===== src/rtl/audfifo_pkg.sv =====
// Shared constants and types for the packed audio FIFO channel.
package audfifo_pkg;

    localparam int WORD_W = 32;

    // Register word addresses
    typedef enum logic [2:0] {
        RA_CTRL   = 3'd0,
        RA_CLEAR  = 3'd1,
        RA_STATUS = 3'd2,
        RA_TXDATA = 3'd3,
        RA_RXDATA = 3'd4
    } reg_addr_e;

    // Lane layout held by a packing stage
    typedef enum logic [1:0] {
        LAY_WORD = 2'd0,
        LAY_HALF = 2'd1,
        LAY_BYTE = 2'd2
    } lane_lay_e;

    // Control bit positions
    localparam int CB_TX_EN    = 31;
    localparam int CB_RX_EN    = 30;
    localparam int CB_LOOP     = 29;
    localparam int CB_TX_THR   = 16;
    localparam int CB_RX_THR   = 8;
    localparam int CB_TX_PKEN  = 6;
    localparam int CB_TX_PKMD  = 4;
    localparam int CB_RX_PKEN  = 2;
    localparam int CB_RX_PKMD  = 0;
    localparam logic [31:0] CTRL_MASK = 32'hE0FF_FF77;

    // Clear register bit positions
    localparam int CLB_TX = 31;
    localparam int CLB_RX = 30;

    // Decode pack enable and mode into a lane layout
    function automatic lane_lay_e lay_of(input logic en, input logic [1:0] mode);
        if (en && mode == 2'd3) return LAY_HALF;
        if (en && mode == 2'd2) return LAY_BYTE;
        return LAY_WORD;
    endfunction

    // Index of the last lane for a layout
    function automatic logic [1:0] last_of(input lane_lay_e lay);
        case (lay)
            LAY_HALF: return 2'd1;
            LAY_BYTE: return 2'd3;
            default:  return 2'd0;
        endcase
    endfunction

endpackage


===== src/rtl/audfifo_queue.sv =====
// Synchronous first-in first-out queue.
// Assumes: push when full and pop when empty are ignored; clr empties it.
module audfifo_queue #(
    parameter int W     = 32,
    parameter int DEPTH = 16,
    localparam int AW   = (DEPTH > 1) ? $clog2(DEPTH) : 1,
    localparam int CW   = $clog2(DEPTH + 1)
) (
    input  logic          clk,
    input  logic          rst_n,
    input  logic          clr,
    input  logic          push,
    input  logic [W-1:0]  wdata,
    input  logic          pop,
    output logic [W-1:0]  rdata,
    output logic [CW-1:0] count,
    output logic          full,
    output logic          empty
);
    logic [W-1:0]  mem [DEPTH];
    logic [AW-1:0] wptr, rptr;
    logic          do_push, do_pop;

    assign full    = (count == CW'(DEPTH));
    assign empty   = (count == '0);
    assign do_push = push && !full;
    assign do_pop  = pop && !empty;
    assign rdata   = mem[rptr];

    // Storage write
    always_ff @(posedge clk) begin
        if (do_push) mem[wptr] <= wdata;
    end

    // Pointer and level upkeep
    always_ff @(posedge clk) begin
        if (!rst_n || clr) begin
            wptr  <= '0;
            rptr  <= '0;
            count <= '0;
        end else begin
            if (do_push) wptr <= (wptr == AW'(DEPTH - 1)) ? '0 : wptr + 1'b1;
            if (do_pop)  rptr <= (rptr == AW'(DEPTH - 1)) ? '0 : rptr + 1'b1;
            count <= count + CW'(do_push) - CW'(do_pop);
        end
    end
endmodule


===== src/rtl/audfifo_unpack.sv =====
// Transmit unpacker: takes a word from the queue and offers its lanes one
// per handshake, lowest lane first. Assumes the layout is fixed per word,
// sampled when the word is loaded.
module audfifo_unpack
    import audfifo_pkg::*;
(
    input  logic              clk,
    input  logic              rst_n,
    input  logic              clr,
    input  logic              en,
    input  lane_lay_e         lay,
    input  logic              q_empty,
    input  logic [WORD_W-1:0] q_rdata,
    output logic              q_pop,
    output logic              s_valid,
    input  logic              s_ready,
    output logic [WORD_W-1:0] s_data
);
    logic              held;
    logic [WORD_W-1:0] word;
    logic [1:0]        lane, last;
    lane_lay_e         hlay;
    logic              fire, done;

    assign s_valid = held && en;
    assign fire    = s_valid && s_ready;
    assign done    = fire && (lane == last);
    assign q_pop   = en && !q_empty && (!held || done);

    // Lane select for the offered sample
    always_comb begin
        case (hlay)
            LAY_HALF: s_data = WORD_W'(word[{lane[0], 4'b0} +: 16]);
            LAY_BYTE: s_data = WORD_W'(word[{lane, 3'b0} +: 8]);
            default:  s_data = word;
        endcase
    end

    // Word hold and lane stepping
    always_ff @(posedge clk) begin
        if (!rst_n || clr) begin
            held <= 1'b0;
            word <= '0;
            lane <= '0;
            last <= '0;
            hlay <= LAY_WORD;
        end else if (q_pop) begin
            held <= 1'b1;
            word <= q_rdata;
            lane <= '0;
            last <= last_of(lay);
            hlay <= lay;
        end else if (done) begin
            held <= 1'b0;
        end else if (fire) begin
            lane <= lane + 1'b1;
        end
    end
endmodule


===== src/rtl/audfifo_pack.sv =====
// Receive packer: gathers narrow samples into a word, lowest lane first,
// and pushes the word when its last lane arrives. Assumes the queue push
// is accepted whenever q_full is low.
module audfifo_pack
    import audfifo_pkg::*;
(
    input  logic              clk,
    input  logic              rst_n,
    input  logic              clr,
    input  logic              en,
    input  lane_lay_e         lay,
    input  logic              s_valid,
    output logic              s_ready,
    input  logic [WORD_W-1:0] s_data,
    input  logic              q_full,
    output logic              q_push,
    output logic [WORD_W-1:0] q_wdata
);
    logic [WORD_W-1:0] acc, placed;
    logic [1:0]        lane;
    logic              at_last, fire;

    assign at_last = (lane >= last_of(lay));
    assign s_ready = en && (!at_last || !q_full);
    assign fire    = s_valid && s_ready;
    assign q_push  = fire && at_last;
    assign q_wdata = acc | placed;

    // Position the incoming sample in its lane
    always_comb begin
        case (lay)
            LAY_HALF: placed = WORD_W'(s_data[15:0]) << {lane[0], 4'b0};
            LAY_BYTE: placed = WORD_W'(s_data[7:0]) << {lane, 3'b0};
            default:  placed = s_data;
        endcase
    end

    // Accumulate lanes and restart after a push
    always_ff @(posedge clk) begin
        if (!rst_n || clr) begin
            acc  <= '0;
            lane <= '0;
        end else if (q_push) begin
            acc  <= '0;
            lane <= '0;
        end else if (fire) begin
            acc  <= acc | placed;
            lane <= lane + 1'b1;
        end
    end
endmodule


===== src/rtl/audio_dma_fifo.sv =====
// One audio channel: bus-written transmit queue with unpacker, client-fed
// receive queue with packer, control/status/clear registers and loopback.
// Assumes DEPTH <= 255 so free counts fit the 8-bit status fields.
module audio_dma_fifo
    import audfifo_pkg::*;
#(
    parameter int DEPTH = 16
) (
    input  logic              clk,
    input  logic              rst_n,
    input  logic              reg_wr,
    input  logic              reg_rd,
    input  logic [2:0]        reg_addr,
    input  logic [WORD_W-1:0] reg_wdata,
    output logic [WORD_W-1:0] reg_rdata,
    output logic              tx_valid_o,
    input  logic              tx_ready_i,
    output logic [WORD_W-1:0] tx_data_o,
    input  logic              rx_valid_i,
    output logic              rx_ready_o,
    input  logic [WORD_W-1:0] rx_data_i,
    output logic              tx_bus_full,
    output logic              tx_bus_empty,
    output logic              tx_cli_empty,
    output logic              rx_bus_full,
    output logic              rx_bus_empty,
    output logic              rx_cli_full
);
    localparam int CW = $clog2(DEPTH + 1);

    logic [31:0]       ctrl_q;
    logic              rd_err;
    logic              tx_en, rx_en, loop_en, tx_clr, rx_clr;
    logic [7:0]        tx_thr, rx_thr, tx_free, rx_free, rx_used;
    logic              tx_push, tx_pop, rx_push, rx_pop, rx_empty_rd;
    logic [WORD_W-1:0] tx_q_rdata, rx_q_rdata, rx_q_wdata;
    logic [CW-1:0]     tx_count, rx_count;
    logic              utx_valid, utx_ready, prx_valid, prx_ready;
    logic [WORD_W-1:0] utx_data, prx_data;
    logic [31:0]       status;

    assign tx_en   = ctrl_q[CB_TX_EN];
    assign rx_en   = ctrl_q[CB_RX_EN];
    assign loop_en = ctrl_q[CB_LOOP];
    assign tx_thr  = ctrl_q[CB_TX_THR +: 8];
    assign rx_thr  = ctrl_q[CB_RX_THR +: 8];

    assign tx_clr      = reg_wr && reg_addr == RA_CLEAR && reg_wdata[CLB_TX];
    assign rx_clr      = reg_wr && reg_addr == RA_CLEAR && reg_wdata[CLB_RX];
    assign tx_push     = reg_wr && reg_addr == RA_TXDATA;
    assign rx_empty_rd = reg_rd && reg_addr == RA_RXDATA && rx_bus_empty;
    assign rx_pop      = reg_rd && reg_addr == RA_RXDATA;

    // Control register, unused bits held at zero
    always_ff @(posedge clk) begin
        if (!rst_n)                           ctrl_q <= '0;
        else if (reg_wr && reg_addr == RA_CTRL) ctrl_q <= reg_wdata & CTRL_MASK;
    end

    // Sticky empty-read flag, cleared by RX soft reset
    always_ff @(posedge clk) begin
        if (!rst_n || rx_clr) rd_err <= 1'b0;
        else if (rx_empty_rd) rd_err <= 1'b1;
    end

    audfifo_queue #(.W(WORD_W), .DEPTH(DEPTH)) u_txq (
        .clk(clk), .rst_n(rst_n), .clr(tx_clr),
        .push(tx_push), .wdata(reg_wdata), .pop(tx_pop), .rdata(tx_q_rdata),
        .count(tx_count), .full(tx_bus_full), .empty(tx_bus_empty)
    );

    audfifo_unpack u_unpack (
        .clk(clk), .rst_n(rst_n), .clr(tx_clr), .en(tx_en),
        .lay(lay_of(ctrl_q[CB_TX_PKEN], ctrl_q[CB_TX_PKMD +: 2])),
        .q_empty(tx_bus_empty), .q_rdata(tx_q_rdata), .q_pop(tx_pop),
        .s_valid(utx_valid), .s_ready(utx_ready), .s_data(utx_data)
    );

    audfifo_pack u_pack (
        .clk(clk), .rst_n(rst_n), .clr(rx_clr), .en(rx_en),
        .lay(lay_of(ctrl_q[CB_RX_PKEN], ctrl_q[CB_RX_PKMD +: 2])),
        .s_valid(prx_valid), .s_ready(prx_ready), .s_data(prx_data),
        .q_full(rx_bus_full), .q_push(rx_push), .q_wdata(rx_q_wdata)
    );

    audfifo_queue #(.W(WORD_W), .DEPTH(DEPTH)) u_rxq (
        .clk(clk), .rst_n(rst_n), .clr(rx_clr),
        .push(rx_push), .wdata(rx_q_wdata), .pop(rx_pop), .rdata(rx_q_rdata),
        .count(rx_count), .full(rx_bus_full), .empty(rx_bus_empty)
    );

    // Client-side routing with loopback isolation
    always_comb begin
        tx_data_o  = utx_data;
        tx_valid_o = utx_valid && !loop_en;
        utx_ready  = loop_en ? prx_ready : tx_ready_i;
        prx_valid  = loop_en ? utx_valid : rx_valid_i;
        prx_data   = loop_en ? utx_data  : rx_data_i;
        rx_ready_o = prx_ready && !loop_en;
    end

    assign tx_cli_empty = !utx_valid;
    assign rx_cli_full  = !prx_ready;

    assign tx_free = 8'(DEPTH) - 8'(tx_count);
    assign rx_free = 8'(DEPTH) - 8'(rx_count);
    assign rx_used = 8'(rx_count);
    assign status  = {tx_free, rx_free, 13'b0, rd_err,
                      (tx_free >= tx_thr), (rx_used >= rx_thr)};

    // Register read mux
    always_comb begin
        case (reg_addr)
            RA_CTRL:   reg_rdata = ctrl_q;
            RA_STATUS: reg_rdata = status;
            RA_RXDATA: reg_rdata = rx_bus_empty ? '0 : rx_q_rdata;
            default:   reg_rdata = '0;
        endcase
    end
endmodule


===== config.mk =====
export PLATFORM = sky130hd
export DESIGN_NAME = audio_dma_fifo
export DESIGN_NICKNAME = d
export VERILOG_FILES = /design/src/rtl/audfifo_pkg.sv /design/src/rtl/audfifo_queue.sv /design/src/rtl/audfifo_unpack.sv /design/src/rtl/audfifo_pack.sv /design/src/rtl/audio_dma_fifo.sv
export SDC_FILE = /design/constraint.sdc
export NUM_CORES = 1
export LEC_CHECK = 0
export BUFFER_PORTS_ARGS = -buffer_cell sky130_fd_sc_hd__buf_2
export CAP_MARGIN = 20
export CORE_ASPECT_RATIO = 0.8
export CORE_UTILIZATION = 30
export DETAILED_ROUTE_END_ITERATION = 6
export PLACE_DENSITY = 0.52
export SYNTH_ARGS = -nofsm -noshare
export SYNTH_HDL_FRONTEND = slang
export SYNTH_SLANG_ARGS = --single-unit

===== constraint.sdc =====
create_clock -name clk -period 9 [get_ports clk]
set_input_delay 1.35 -clock clk [delete_from_list [all_inputs] [get_ports clk]]
set_output_delay 1.35 -clock clk [all_outputs]
set_load 0.05 [all_outputs]

==> reports/metrics.cfg <==
[grt]
grt_pass1_wl_um=192000
grt_pass1_vias=25108
antenna_found_initial=25
track_usage_pct=17.4
grt.overflow.total=0
grt_max_degree=97

[min_path]
holdPathEnd=u_pack.acc[26]$_SDFFE_PP0N_
min_delay_path_depth=2
min_from=u_pack.acc[26]$_SDFFE_PP0N_
hold_class=reg2reg

[critical_path]
crit_arrival_ns=3.71
critPathMaxStageDelay_ns=0.60
end_kind=output pin
crit_type=reg2out
r2r_start=ctrl_q[2]$_SDFFE_PN0P_
crit_buf_inv=2
startpoint_type=flip-flop
worst-r2r-setup-slack_ns=4.57
crit_path_cell_trace=buf_12, mux4_2, mux2i_1, nor2_1, a21oi_1, o21ai_0, buf_2
cp.required_ns=7.65
reg2regPathDepth=10
rr_endpoint=u_rxq.mem[14][11]$_DFFE_PP_
crit_family=multiplexers
worst_path_max_delay_cell=mux4_2
crit_fanout=82

[logic_synthesis]
synth_area_leaders=edfxtp_1, mux4_2, dfxtp_1
yosysSeqAreaShare_pct=72.0
yosysMostFrequentCell=edfxtp_1
synthesis.nets=2605
yosys_most_used_dff=edfxtp_1
synthTopCellsByCount=edfxtp_1, mux4_2, dfxtp_1, mux2i_1, nand2_1
synth_seq_cells=1152
yosys_warnings=0
synth_top_cell_area_share_pct=66.4
netlist_area_um2=46300
synthCells=2481
synth_top_area_cell=edfxtp_1
ys_types=64
synth_area_per_cell_um2=18.7
synth-edff-count=1024
async_reset_ff_share_pct=0

[run_status]
outcome=finished clean

[timing]
relSlewSlack_pct=27.7
clock_skew_ns=0.0244
setup_tns_ns=0
period_share_pct=56.3
max_freq_ghz=0.197
final-hold-violation-count=0
drv_slew=0
worstMarginPinSlew_ns=1.08
period_needed_ns=5.06
rsz0062_at_grt=false
finalSetupViolCount=0
whs_ns=0.481

[clocking]
h-tree-depth=3
clock_sinks=1152
clock_tree.root_cell=clkbuf_16
cts_setup_buffers=0
cts_tree=yes
path_clk_slew_ns=0.06
cts_buffers=109
clockBufferDepth=3
cts_resized=0
clock_latency_ns=0.72
hold_buffers=0

[placement]
dpl.hpwl_um=85600
gp_congestion=0.938
io_buffers=144

[die]
die_area_um2=156000
design.core.area_um2=153000
io_pins=145
fp-row-count=128
initial_core_util_pct=30.3
die_y_um=353
dieWidth_um=441

[final_layout]
layout.nets=2781
flow.area_growth_from_synthesis_pct=15.1
nFillCells=14200
drive_gt1_share_pct=25.8

[pwr]
p_leak_uw=0.0164
power_density_nw_per_um2=212
ir_worst_vdd_mv=0.148

[route]
drt_wl_total_um=137000
dr_total_vias=25047
drtPass1Iterations=5
route.detailed.drc=0
ant_nets=0
wl_per_cell_um=28.7
drt_iter0_drc=2840
routed_via_density=5.25

[run]
maxCapViolCount=0

flip-flops by register name (all words and copies together) (netlist names), named ones only:
| signal | flops |
|---|---|
| rd_err | 1 |
| u_unpack.held | 1 |
| u_unpack.lane | 2 |
| u_txq.rptr | 4 |
| u_rxq.count | 5 |
| u_unpack.last | 1 |
| u_pack.lane | 2 |
| u_pack.acc | 32 |
| u_rxq.mem | 512 |
| u_txq.wptr | 4 |
| u_txq.count | 5 |
| u_txq.mem | 512 |
| u_unpack.word | 32 |
| u_rxq.wptr | 4 |
| u_unpack.hlay | 2 |
| u_rxq.rptr | 4 |
| ctrl_q | 25 |
through the flow:
stage	cells	util (%)	area [um^2]	setup WS, ns	power, uW
6_report	4773	34.9	53300	3.94	11300
2_1_floorplan	2481	-	46300	3.95	6450
4_1_cts	4762	34.9	53200	3.91	11400
3_5_place_dp	4557	32.5	49600	4.32	6730
3_3_place_gp	4555	32.5	49600	4.38	6710
5_1_grt	4771	34.9	53300	3.79	11600
tightest hold or removal path, delay by kind of cell, from the launching register on:
family | cells | cell delay (ns)
compound gates | 1 | 0.06
flops | 1 | 0.31
simple gates | 1 | 0.05
layout by cell type, fill, tap and decap left out, types with 8 or more instances in the layout:
master	instances
nor3b_2	12
inv_1	41
clkbuf_8	10
clkinv_2	18
mux2i_1	109
nand3_1	16
mux4_2	263
a21boi_0	27
o22ai_1	32
and3_1	8
buf_4	54
a22o_1	39
bufinv_16	11
nand2b_1	11
and2_2	9
clkbuf_1	24
a21oi_1	86
mux2_2	8
nor2_4	13
o21bai_1	10
a221o_1	32
and2_1	23
buf_2	145
clkbuf_16	110
o21ai_0	39
xnor2_1	11
edfxtp_1	1024
dfxtp_1	121
or2_2	9
nor2_1	78
nand2_1	109
clkinv_1	22
a221oi_1	25
and2_0	8
a211oi_1	13
o211ai_1	11
ha_1	49
per-layer routing:
metal | wire [um] | track usage, % | vias to the layer above
li1 | - | - | 10508
met1 | 59600 | 24.3 | 13371
met2 | 65300 | 27.6 | 933
met3 | 7370 | 2.57 | 235
met4 | 4540 | 5.65 | 0
met5 | 0 | 0 | -
cells by family (layout without fill, tap and decap cells):
| logic type | Yosys count | count (layout) | synth area share [%] |
|---|---|---|---|
| buf+inv | 181 | 451 | 1.60 |
| simple gates | 337 | 337 | 3.63 |
| flops | 1152 | 1152 | 72.0 |
| fa+ha+maj | 51 | 51 | 1.41 |
| compound gates | 359 | 359 | 5.54 |
| xor+xnor | 18 | 18 | 0.341 |
| other cells | 0 | 7 | 0 |
| mux | 383 | 383 | 15.5 |
area by class of cell:
cell class	instances	area [um^2]	share of cell area, %
multi-input cells	1148	12400	23.3
inverters	41	154	0.289
clock buffers	144	2980	5.59
clock inverters	61	643	1.21
well taps	2015	2520	4.73
flip-flops and latches	1152	33300	62.5
diodes	7	17.5	0.0329
repair buffers	205	1250	2.35
worst max path at each step:
| stage | endpoint | slack (ns) | cells past startpoint |
|---|---|---|---|
| global placement | reg_rdata[21] | 4.38 | 7 |
| CTS | reg_rdata[26] | 3.91 | 7 |
| floorplan | u_txq.mem[3][0]$_DFFE_PP_ | 3.95 | 5 |
| detailed placement | reg_rdata[22] | 4.32 | 7 |
| finish | reg_rdata[26] | 3.94 | 7 |
| global route | reg_rdata[26] | 3.79 | 7 |
power breakdown:
part           internal, uW  switching, uW  total, uW
logic                   243            490        733
clock network          2650           2020       4670
registers              5840           32.6       5880
Note: power is estimated with default switching activity, not from simulation.
